## config.mk

```make
export PLATFORM = sky130hd
export DESIGN_NAME = dmac_chan
export DESIGN_NICKNAME = d
export VERILOG_FILES = /design/src/rtl/dmac_pkg.sv /design/src/rtl/dmac_addr_step.sv /design/src/rtl/dmac_regs.sv /design/src/rtl/dmac_xfer.sv /design/src/rtl/dmac_chan.sv
export SDC_FILE = /design/constraint.sdc
export NUM_CORES = 1
export LEC_CHECK = 0
export BUFFER_PORTS_ARGS = -buffer_cell sky130_fd_sc_hd__buf_2
export CAP_MARGIN = 25
export CORE_UTILIZATION = 40
export DETAILED_ROUTE_END_ITERATION = 12
export HOLD_SLACK_MARGIN = 0.05
export REMOVE_ABC_BUFFERS = 1
export SYNTH_ARGS = -nofsm -noshare
export SYNTH_HDL_FRONTEND = slang
export SYNTH_SLANG_ARGS = --single-unit
```

## constraint.sdc

```tcl
create_clock -name clk -period 4.9 [get_ports clk]
set_input_delay 0.98 -clock clk [delete_from_list [all_inputs] [get_ports clk]]
set_output_delay 0.98 -clock clk [all_outputs]
set_load 0.05 [all_outputs]
```

## src/rtl/dmac_pkg.sv

```systemverilog
package dmac_pkg;
  localparam int CB_EN      = 0;
  localparam int CB_FIN     = 1;
  localparam int CB_FIN_IE  = 2;
  localparam int CB_BURST   = 3;
  localparam int CB_ERR     = 4;
  localparam int CB_ERR_IE  = 5;
  localparam int CB_SRC_SYS = 6;
  localparam int CB_DST_SYS = 7;
  localparam logic [31:0] CTRL_WMASK = 32'h0F3F_77FF;

  typedef enum logic [1:0] {ST_IDLE, ST_WAIT, ST_READ, ST_WRITE} xfer_state_t;

  function automatic logic signed [3:0] step_of(input logic [2:0] code);
    case (code)
      3'b001:  step_of = 4'sd1;
      3'b010:  step_of = 4'sd2;
      3'b011:  step_of = 4'sd4;
      3'b101:  step_of = -4'sd1;
      3'b110:  step_of = -4'sd2;
      3'b111:  step_of = -4'sd4;
      default: step_of = 4'sd0;
    endcase
  endfunction
endpackage

```

## src/rtl/dmac_addr_step.sv

```systemverilog
module dmac_addr_step #(
  parameter int AW = 32
) (
  input  logic [AW-1:0] addr,
  input  logic [2:0]    code,
  output logic [AW-1:0] next
);
  logic signed [3:0] delta;
  always_comb begin
    delta = dmac_pkg::step_of(code);
    next  = addr + {{(AW-4){delta[3]}}, delta};
  end
endmodule

```

## src/rtl/dmac_regs.sv

```systemverilog
module dmac_regs
  import dmac_pkg::*;
#(
  parameter int AW = 32,
  parameter int CW = 24
) (
  input  logic          clk,
  input  logic          rst,
  input  logic          wr,
  input  logic          rd,
  input  logic [1:0]    idx,
  input  logic [31:0]   wdata,
  output logic [31:0]   rdata,
  input  logic          src_adv,
  input  logic [AW-1:0] src_next,
  input  logic          dst_adv,
  input  logic [AW-1:0] dst_next,
  input  logic          cnt_dec,
  input  logic          fin_set,
  input  logic          err_set,
  output logic [AW-1:0] src,
  output logic [AW-1:0] dst,
  output logic [CW-1:0] cnt,
  output logic [31:0]   ctrl
);
  logic [31:0] ctrl_d;

  always_comb begin
    ctrl_d = ctrl;
    if (wr && idx == 2'd3) begin
      ctrl_d         = wdata & CTRL_WMASK;
      ctrl_d[CB_FIN] = ctrl[CB_FIN] & wdata[CB_FIN];
      ctrl_d[CB_ERR] = ctrl[CB_ERR] & wdata[CB_ERR];
    end
    if (fin_set) begin
      ctrl_d[CB_FIN] = 1'b1;
      ctrl_d[CB_EN]  = 1'b0;
    end
    if (err_set) begin
      ctrl_d[CB_ERR] = 1'b1;
      ctrl_d[CB_EN]  = 1'b0;
    end
  end

  always_ff @(posedge clk) begin
    if (rst) begin
      src   <= '0;
      dst   <= '0;
      cnt   <= '0;
      ctrl  <= '0;
      rdata <= '0;
    end else begin
      ctrl <= ctrl_d;
      if (wr && idx == 2'd0)      src <= wdata[AW-1:0];
      else if (src_adv)           src <= src_next;
      if (wr && idx == 2'd1)      dst <= wdata[AW-1:0];
      else if (dst_adv)           dst <= dst_next;
      if (wr && idx == 2'd2)      cnt <= wdata[CW-1:0];
      else if (cnt_dec)           cnt <= cnt - 1'b1;
      if (rd) begin
        case (idx)
          2'd0:    rdata <= 32'(src);
          2'd1:    rdata <= 32'(dst);
          2'd2:    rdata <= 32'(cnt);
          default: rdata <= ctrl;
        endcase
      end
    end
  end
endmodule

```

## src/rtl/dmac_xfer.sv

```systemverilog
module dmac_xfer
  import dmac_pkg::*;
#(
  parameter int CW     = 24,
  parameter int LINE_W = 4,
  localparam int NLINES = 1 << LINE_W
) (
  input  logic              clk,
  input  logic              rst,
  input  logic              en,
  input  logic              burst,
  input  logic [LINE_W-1:0] src_line,
  input  logic [LINE_W-1:0] dst_line,
  input  logic [CW-1:0]     cnt,
  input  logic [NLINES-1:0] dreq,
  input  logic              m_ready,
  input  logic              m_err,
  input  logic [31:0]       m_rdata,
  output logic              m_valid,
  output logic              m_write,
  output logic [31:0]       m_wdata,
  output logic              src_adv,
  output logic              dst_adv,
  output logic              cnt_dec,
  output logic              fin_set,
  output logic              err_set,
  output logic [NLINES-1:0] dgnt
);
  xfer_state_t st;
  logic [1:0]  unit;
  logic        last_unit, lines_ok, cnt_last;

  always_comb begin
    m_valid   = (st == ST_READ) || (st == ST_WRITE);
    m_write   = (st == ST_WRITE);
    last_unit = !burst || (unit == 2'd3);
    cnt_last  = (cnt == CW'(1));
    lines_ok  = (src_line == '0 || dreq[src_line]) &&
                (dst_line == '0 || dreq[dst_line]);
    src_adv   = (st == ST_READ)  && m_ready && !m_err;
    dst_adv   = (st == ST_WRITE) && m_ready && !m_err;
    cnt_dec   = dst_adv && last_unit;
    err_set   = m_valid && m_ready && m_err;
    fin_set   = (cnt_dec && cnt_last) ||
                ((st == ST_IDLE) && en && cnt == '0);
  end

  always_ff @(posedge clk) begin
    if (rst) begin
      st      <= ST_IDLE;
      unit    <= '0;
      m_wdata <= '0;
      dgnt    <= '0;
    end else begin
      dgnt <= '0;
      case (st)
        ST_IDLE: if (en && cnt != '0) st <= ST_WAIT;
        ST_WAIT: begin
          if (!en) st <= ST_IDLE;
          else if (lines_ok) begin
            st   <= ST_READ;
            unit <= '0;
          end
        end
        ST_READ: if (m_ready) begin
          if (m_err) st <= ST_IDLE;
          else begin
            m_wdata <= m_rdata;
            st      <= ST_WRITE;
          end
        end
        default: if (m_ready) begin
          if (m_err) st <= ST_IDLE;
          else if (last_unit) begin
            st <= cnt_last ? ST_IDLE : ST_WAIT;
            if (src_line != '0) dgnt[src_line] <= 1'b1;
            if (dst_line != '0) dgnt[dst_line] <= 1'b1;
          end else begin
            unit <= unit + 1'b1;
            st   <= ST_READ;
          end
        end
      endcase
    end
  end
endmodule

```

## src/rtl/dmac_chan.sv

```systemverilog
module dmac_chan
  import dmac_pkg::*;
#(
  parameter int AW     = 32,
  parameter int CW     = 24,
  parameter int LINE_W = 4,
  localparam int NLINES = 1 << LINE_W
) (
  input  logic              clk,
  input  logic              rst,
  input  logic [3:0]        reg_addr,
  input  logic              reg_wr,
  input  logic              reg_rd,
  input  logic [31:0]       reg_wdata,
  output logic [31:0]       reg_rdata,
  output logic              m_valid,
  output logic              m_write,
  output logic [AW-1:0]     m_addr,
  output logic [31:0]       m_wdata,
  output logic [1:0]        m_size,
  output logic              m_sys,
  input  logic [31:0]       m_rdata,
  input  logic              m_ready,
  input  logic              m_err,
  input  logic [NLINES-1:0] dreq,
  output logic [NLINES-1:0] dgnt,
  output logic              irq
);
  logic [AW-1:0] src, dst;
  logic [CW-1:0] cnt;
  logic [31:0]   ctrl;
  logic          src_adv, dst_adv, cnt_dec, fin_set, err_set;
  logic [AW-1:0] cur_addr [2];
  logic [AW-1:0] nxt_addr [2];
  logic [2:0]    step_code [2];

  assign cur_addr[0]  = src;
  assign cur_addr[1]  = dst;
  assign step_code[0] = ctrl[10:8];
  assign step_code[1] = ctrl[14:12];

  for (genvar g = 0; g < 2; g++) begin : g_step
    dmac_addr_step #(.AW(AW)) step_i (
      .addr(cur_addr[g]), .code(step_code[g]), .next(nxt_addr[g]));
  end

  dmac_regs #(.AW(AW), .CW(CW)) regs_i (
    .clk(clk), .rst(rst), .wr(reg_wr), .rd(reg_rd), .idx(reg_addr[3:2]),
    .wdata(reg_wdata), .rdata(reg_rdata),
    .src_adv(src_adv), .src_next(nxt_addr[0]),
    .dst_adv(dst_adv), .dst_next(nxt_addr[1]),
    .cnt_dec(cnt_dec), .fin_set(fin_set), .err_set(err_set),
    .src(src), .dst(dst), .cnt(cnt), .ctrl(ctrl));

  dmac_xfer #(.CW(CW), .LINE_W(LINE_W)) xfer_i (
    .clk(clk), .rst(rst), .en(ctrl[CB_EN]), .burst(ctrl[CB_BURST]),
    .src_line(ctrl[24 +: LINE_W]), .dst_line(ctrl[16 +: LINE_W]),
    .cnt(cnt), .dreq(dreq), .m_ready(m_ready), .m_err(m_err),
    .m_rdata(m_rdata), .m_valid(m_valid), .m_write(m_write),
    .m_wdata(m_wdata), .src_adv(src_adv), .dst_adv(dst_adv),
    .cnt_dec(cnt_dec), .fin_set(fin_set), .err_set(err_set), .dgnt(dgnt));

  always_comb begin
    m_addr = m_write ? dst : src;
    m_size = ctrl[21:20];
    m_sys  = m_write ? ctrl[CB_DST_SYS] : ctrl[CB_SRC_SYS];
  end

  always_ff @(posedge clk) begin
    if (rst) irq <= 1'b0;
    else     irq <= (ctrl[CB_FIN] & ctrl[CB_FIN_IE]) |
                    (ctrl[CB_ERR] & ctrl[CB_ERR_IE]);
  end
endmodule

```

==> impl_metrics.env, run 1 <==
export IMPL_status="finished, final reports clean"
export IMPL_grt_pass1_wl_mm=62.9
export IMPL_routed_wl_mm=40.1
export IMPL_via_per_inst=5.83
export IMPL_cts_hold_buf=0
export IMPL_post_layout_nonfiller_instances=2043
export IMPL_hold_class="flip-flop to flip-flop"
export IMPL_dr_total_vias=11900
export IMPL_yosysSeqAreaShare_pct=31.9
export IMPL_grt_max_degree=98
export IMPL_dp_cells=2011
export IMPL_worstPathMaxFanout=6
export IMPL_cts_buffers=17
export IMPL_post_drt_wl_per_cell_um=19.6
export IMPL_regToRegSetupSlack_ns=1.01
export IMPL_gp_congestion=0.942
export IMPL_drt_initial_drc_count=1044
export IMPL_hold_viol=0
export IMPL_area_growth_pct=16.1
export IMPL_drc=0
export IMPL_grt_pass1_vias=11400
export IMPL_fin_tns_setup_ns=0
export IMPL_finalSetupViolations=0
export IMPL_p_leak_nw=6.16
export IMPL_end_kind="flip-flop"
export IMPL_fin_crit_ns=3.89
export IMPL_nets=1797
export IMPL_drv_cap=0
export IMPL_die_area_sq_mm=0.0314
export IMPL_swShare_pct=28.5
export IMPL_p_int_w=0.00271
export IMPL_postCtsSetupBuffers=0
export IMPL_required_ns=5.20
export IMPL_root_buffer="clkbuf_16"
export IMPL_row_count=63
export IMPL_antenna_cells=0
export IMPL_synth_warning_count=0
export IMPL_drtPass1Iterations=6
export IMPL_critPathKind="flip-flop to flip-flop"
export IMPL_final_cell_mix="nand2_1, buf_2, dfxtp_1"
export IMPL_startpoint_type="flip-flop"
export IMPL_arrival_ns=4.19
export IMPL_synth_seq_cells=196
export IMPL_antenna_left=0
export IMPL_clkLatencyLatePin_ns=0.46
export IMPL_cts_resized=0
export IMPL_clock_path_buffers=2
export IMPL_core_area_sq_mm=0.0300
export IMPL_netlist_area_sq_mm=0.0123
export IMPL_post_dp_hpwl_mm=28.9
export IMPL_die_h_um=177
export IMPL_clock_skew_ns=0.0169
export IMPL_synth_ff_type="dfxtp_1"
export IMPL_relSlewSlack_pct=37.3
export IMPL_grt_overflow=0
export IMPL_antenna_found_initial=0
export IMPL_clk_pin_slew_ns=0.07
export IMPL_fillers=3035
export IMPL_power_density_mw_per_mm2=265
export IMPL_cts_sinks=196
export IMPL_ys_types=68
export IMPL_switching_power_w=0.00108
export IMPL_start_util_pct=41.1
export IMPL_port_buffers=203
export IMPL_p_comb_share_pct=13.7
export IMPL_finalCritPeriodShare_pct=79.4
export IMPL_die_width_um=177
export IMPL_synth_edff_count=0
export IMPL_clkPwrFrac_pct=41.3
export IMPL_ios=208
export IMPL_track_usage_pct=25.9
export IMPL_final_util_pct=47.7
export IMPL_final_layout_size_suffix_gt1_share_pct=20.3
export IMPL_slew_viol_final=0
export IMPL_worst_pin_slew_ns=0.939
export IMPL_fmax_mhz=257
export IMPL_mostFrequentLayoutCell="nand2_1"
export IMPL_seq_power_share_pct=45.1
export IMPL_vdd_drop_max_mv=0.208
export IMPL_cts_tree="yes"
export IMPL_synthesis_instances=1490
export IMPL_htreeDepth=4
export IMPL_rsz0062_at_grt="false"
export IMPL_synth_async_reset_ratio_pct=0
export IMPL_syn_avg_cell_area_sq_um=8.25
[sequential cells by signal, indices dropped and copies added (netlist names)]
| signal | cells |
|---|---|
| xfer_i.dgnt | 15 |
| irq | 1 |
| regs_i.ctrl | 24 |
| regs_i.cnt | 24 |
| xfer_i.m_wdata | 32 |
| xfer_i.st | 2 |
| regs_i.dst | 32 |
| regs_i.src | 32 |
| regs_i.rdata | 32 |
| xfer_i.unit | 2 |
[layout make-up]
| cell class | count | area, sq um | share of cell area, % |
|---|---|---|---|
| clock buffers | 19 | 443 | 3.10 |
| inverters | 23 | 86.3 | 0.605 |
| multi-input cells | 1175 | 7930 | 55.5 |
| well taps | 390 | 488 | 3.42 |
| clock inverters | 13 | 193 | 1.35 |
| repair buffers | 227 | 1210 | 8.51 |
| flip-flops and latches | 196 | 3920 | 27.5 |
[per-stage QoR]
| stage | worst slack (ns) | total power (W) | hold slack [ns] | area [sq um] |
|---|---|---|---|---|
| 3_3_place_gp | 1.17 | 0.00225 | 0.438 | 13600 |
| 2_1_floorplan | 0.559 | 0.00204 | 0.437 | 11900 |
| 6_report | 1.01 | 0.00379 | 0.450 | 14300 |
| 4_1_cts | 1.13 | 0.00381 | 0.454 | 14300 |
| 3_5_place_dp | 1.18 | 0.00226 | 0.443 | 13600 |
| 5_1_grt | 0.674 | 0.00393 | 0.471 | 14300 |
[Yosys cell counts, types with 17 or more instances]
cell,n,share of area [%]
xor2_1,32,2.3
dfxtp_1,196,32
o21ai_0,61,2.5
and3_1,18,0.92
a21o_1,29,1.8
ha_1,65,6.6
nor2_1,158,4.8
clkbuf_1,78,2.4
mux2_2,37,3.4
a21oi_1,136,5.5
mux2i_1,38,3.1
mux4_2,27,4.9
nand2_1,207,6.3
a211oi_1,48,2.9
nand3_1,19,0.77
nand2b_1,17,0.86
inv_1,22,0.67
a311oi_1,30,2.1
nor3_1,43,1.8
xnor2_1,34,2.4
o21a_1,20,1.2
[power by group through the flow]
stage | Sequential (W) | Clock (W) | Combinational (W)
5_1_grt | 0.00171 | 0.00165 | 0.000561
2_1_floorplan | 0.00175 | 0 | 0.000288
4_1_cts | 0.00171 | 0.00159 | 0.000516
3_5_place_dp | 0.00174 | 0 | 0.000514
3_3_place_gp | 0.00174 | 0 | 0.000508
6_report | 0.00171 | 0.00156 | 0.000518
[worst max-delay path, stage by stage (launching register included)]
cell	delay, ns
dfxtp_1	0.44
nor2b_1	0.24
ha_1	0.23
inv_1	0.07
fa_1	0.37
nor2b_1	0.16
o21a_1	0.14
o21ai_0	0.12
a21oi_1	0.37
o21ai_0	0.16
buf_4	0.18
a2111oi_0	0.72
o22ai_1	0.22
xor2_1	0.19
o22ai_1	0.10
[path summary, 6_finish.rpt]
path                           start  cells after the start                  to
hold reg to reg   xfer_i.m_wdata[30]                      2  xfer_i.m_wdata[30]
hold / removal    xfer_i.m_wdata[30]                      2  xfer_i.m_wdata[30]
setup reg to reg      regs_i.ctrl[8]                     14      regs_i.src[28]
setup / recovery      regs_i.ctrl[8]                     14      regs_i.src[28]
[logic make-up (layout without fill, tap and decap cells)]
kind of cell    count (synthesis)  in the layout  synth area share [%]
simple gates                  519            519                  18.8
flops                         196            196                  31.9
mux                           103            103                  11.6
buf+inv                       119            282                  3.75
other cells                     1              1                0.0305
fa+ha+maj                      69             69                  7.10
xor+xnor                       66             66                  4.70
compound gates                417            417                  22.1
[per-layer routing]
metal | up-vias | global-route usage, % | share of wire (%)
met5 | - | 0 | 0
met3 | 63 | 4.69 | 6.4
met4 | 0 | 9.08 | 2.6
li1 | 5724 | - | -
met1 | 5733 | 34.2 | 45
met2 | 399 | 42.2 | 46
(Power assumes the default switching activity.)
==> run 2, diff against run 1 <==
- clock period: 4.9 -> 3.1 ns (I/O delays scaled with it)
==> impl_metrics.env, run 2 (synthesis results as in run 1) <==
export IMPL_ios=208
export IMPL_use_met3_pct=4.13
export IMPL_clk_pin_slew_ns=0.08
export IMPL_regToRegSetupSlack_ns=0.09
export IMPL_drv_cap=0
export IMPL_area_growth_pct=25.7
export IMPL_drt_initial_drc_count=859
export IMPL_cts_sinks=196
export IMPL_antenna_left=0
export IMPL_grt_max_degree=91
export IMPL_post_dp_hpwl_mm=30.5
export IMPL_routed_wl_mm=41.8
export IMPL_fillers=2861
export IMPL_end_kind="flip-flop"
export IMPL_cts_buffers=17
export IMPL_met2_usage_pct=43.6
export IMPL_vdd_drop_max_mv=0.374
export IMPL_fin_crit_ns=3.01
export IMPL_p_comb_share_pct=15.2
export IMPL_relSlewSlack_pct=49.1
export IMPL_p_leak_nw=6.73
export IMPL_final_cell_mix="nand2_1, buf_2, dfxtp_1"
export IMPL_final_layout_size_suffix_gt1_share_pct=28.5
export IMPL_swShare_pct=29.2
export IMPL_grt_pass1_wl_mm=65.0
export IMPL_finalCritPeriodShare_pct=97.0
export IMPL_startpoint_type="flip-flop"
export IMPL_final_util_pct=51.6
export IMPL_fmax_mhz=333
export IMPL_grt_pass1_vias=11900
export IMPL_required_ns=3.43
export IMPL_clkLatencyLatePin_ns=0.45
export IMPL_worst_pin_slew_ns=0.763
export IMPL_seq_power_share_pct=45.7
export IMPL_track_usage_pct=26.7
export IMPL_timing_rr_start="regs_i.ctrl[9]"
export IMPL_p_int_w=0.00417
export IMPL_finalSetupViolations=0
export IMPL_antenna_found_initial=2
export IMPL_holdWs_ns=0.398
export IMPL_arrival_ns=3.33
export IMPL_multiInputGateArea_sq_mm=0.00825
export IMPL_pre_cts_ws_ns=-0.314
export IMPL_slew_viol_final=0
export IMPL_power_density_mw_per_mm2=381
export IMPL_worstPathMaxFanout=9
export IMPL_status="finished, final reports clean"
export IMPL_gp_congestion=0.891
export IMPL_die_h_um=177
export IMPL_switching_power_w=0.00172
export IMPL_die_area_sq_mm=0.0314
export IMPL_place_area_sq_mm=0.0145
export IMPL_post_drt_wl_per_cell_um=19.4
export IMPL_startpoint="regs_i.ctrl[9]"
export IMPL_via_per_inst=5.77
export IMPL_rsz0062_at_grt="true"
export IMPL_drc=0
export IMPL_start_util_pct=41.1
export IMPL_dr_total_vias=12400
export IMPL_die_width_um=177
export IMPL_row_count=63
export IMPL_grt_overflow=0
export IMPL_root_buffer="clkbuf_16"
export IMPL_met1_usage_pct=36.0
export IMPL_port_buffers=203
export IMPL_register_area_sq_mm=0.00393
export IMPL_hold_class="input port to flip-flop"
export IMPL_hold_viol=0
export IMPL_cts_tree="yes"
export IMPL_clkPwrFrac_pct=39.0
export IMPL_critPathKind="flip-flop to flip-flop"
export IMPL_nets=1908
export IMPL_htreeDepth=4
export IMPL_stdcell_area_sq_mm=0.0155
export IMPL_mostFrequentLayoutCell="nand2_1"
export IMPL_grt_busiest_layer="met2"
export IMPL_core_area_sq_mm=0.0300
export IMPL_clock_skew_ns=0.0150
export IMPL_setup_slack_ns=0.0930
export IMPL_hp_start="m_rdata[11]"
export IMPL_clock_path_buffers=2
export IMPL_drtPass1Iterations=5
-- run 2: worst paths after layout --
check                       end  cells past startpoint
max              regs_i.src[26]                     14
min          xfer_i.m_wdata[11]                      3
max reg2reg      regs_i.src[26]                     14
min reg2reg   xfer_i.m_wdata[0]                      2
-- run 2: power by group through the flow --
stage / clock network, W / logic, W / registers, W
after floorplan: 0 / 0.000455 / 0.00277
after global placement: 0 / 0.000861 / 0.00275
after detailed placement: 0 / 0.000871 / 0.00275
after CTS: 0.00235 / 0.000878 / 0.00269
after global routing: 0.00245 / 0.000967 / 0.00270
final: 0.00230 / 0.000897 / 0.00269
-- run 2: cell type report --
class                      count  area share (%)
multi-input combinational   1175            53.4
sequential                   196            25.4
timing repair buffer         338            13.6
tap                          390            3.16
clock buffer                  20            2.89
clock inverter                12           0.923
inverter                      23           0.558
antenna                        2          0.0324
-- run 2: timing repair --
action                                  CTS  global route
resized for setup                        18            71
gates cloned                              0             0
endpoints found under the setup margin   23            33
pin swaps                                 1            24
hold buffers                              0             0
buffers inserted                          0             6
-- run 2: critical path, cell delays in order (launching register included) --
cell and delay, ns:
dfxtp_1 0.34, buf_4 0.15, o21a_4 0.23, buf_6 0.15, ha_1 0.30, and4_1 0.23, and2_4 0.16, nand2_1 0.06
buf_4 0.14, or3_1 0.33, o211a_1 0.16, a21oi_2 0.18, a31oi_1 0.12, xor2_1 0.22, o22ai_1 0.10
-- run 2: through the flow --
stage	instances	setup TNS (ns)	power, W
floorplan	1394	-57.80	0.00322
global placement	2116	-1.06	0.00361
detailed placement	2116	-1.23	0.00362
CTS	2148	0	0.00592
global route	2154	-0.204	0.00612
finish	2156	0	0.00589
-- run 2: per-layer routing --
layer	share of wire, %	wire (um)	vias up
met2	47	19800	412
met1	44	18500	6002
met4	2.2	904	0
li1	-	-	5963
met5	0	0	-
met3	6.1	2570	55
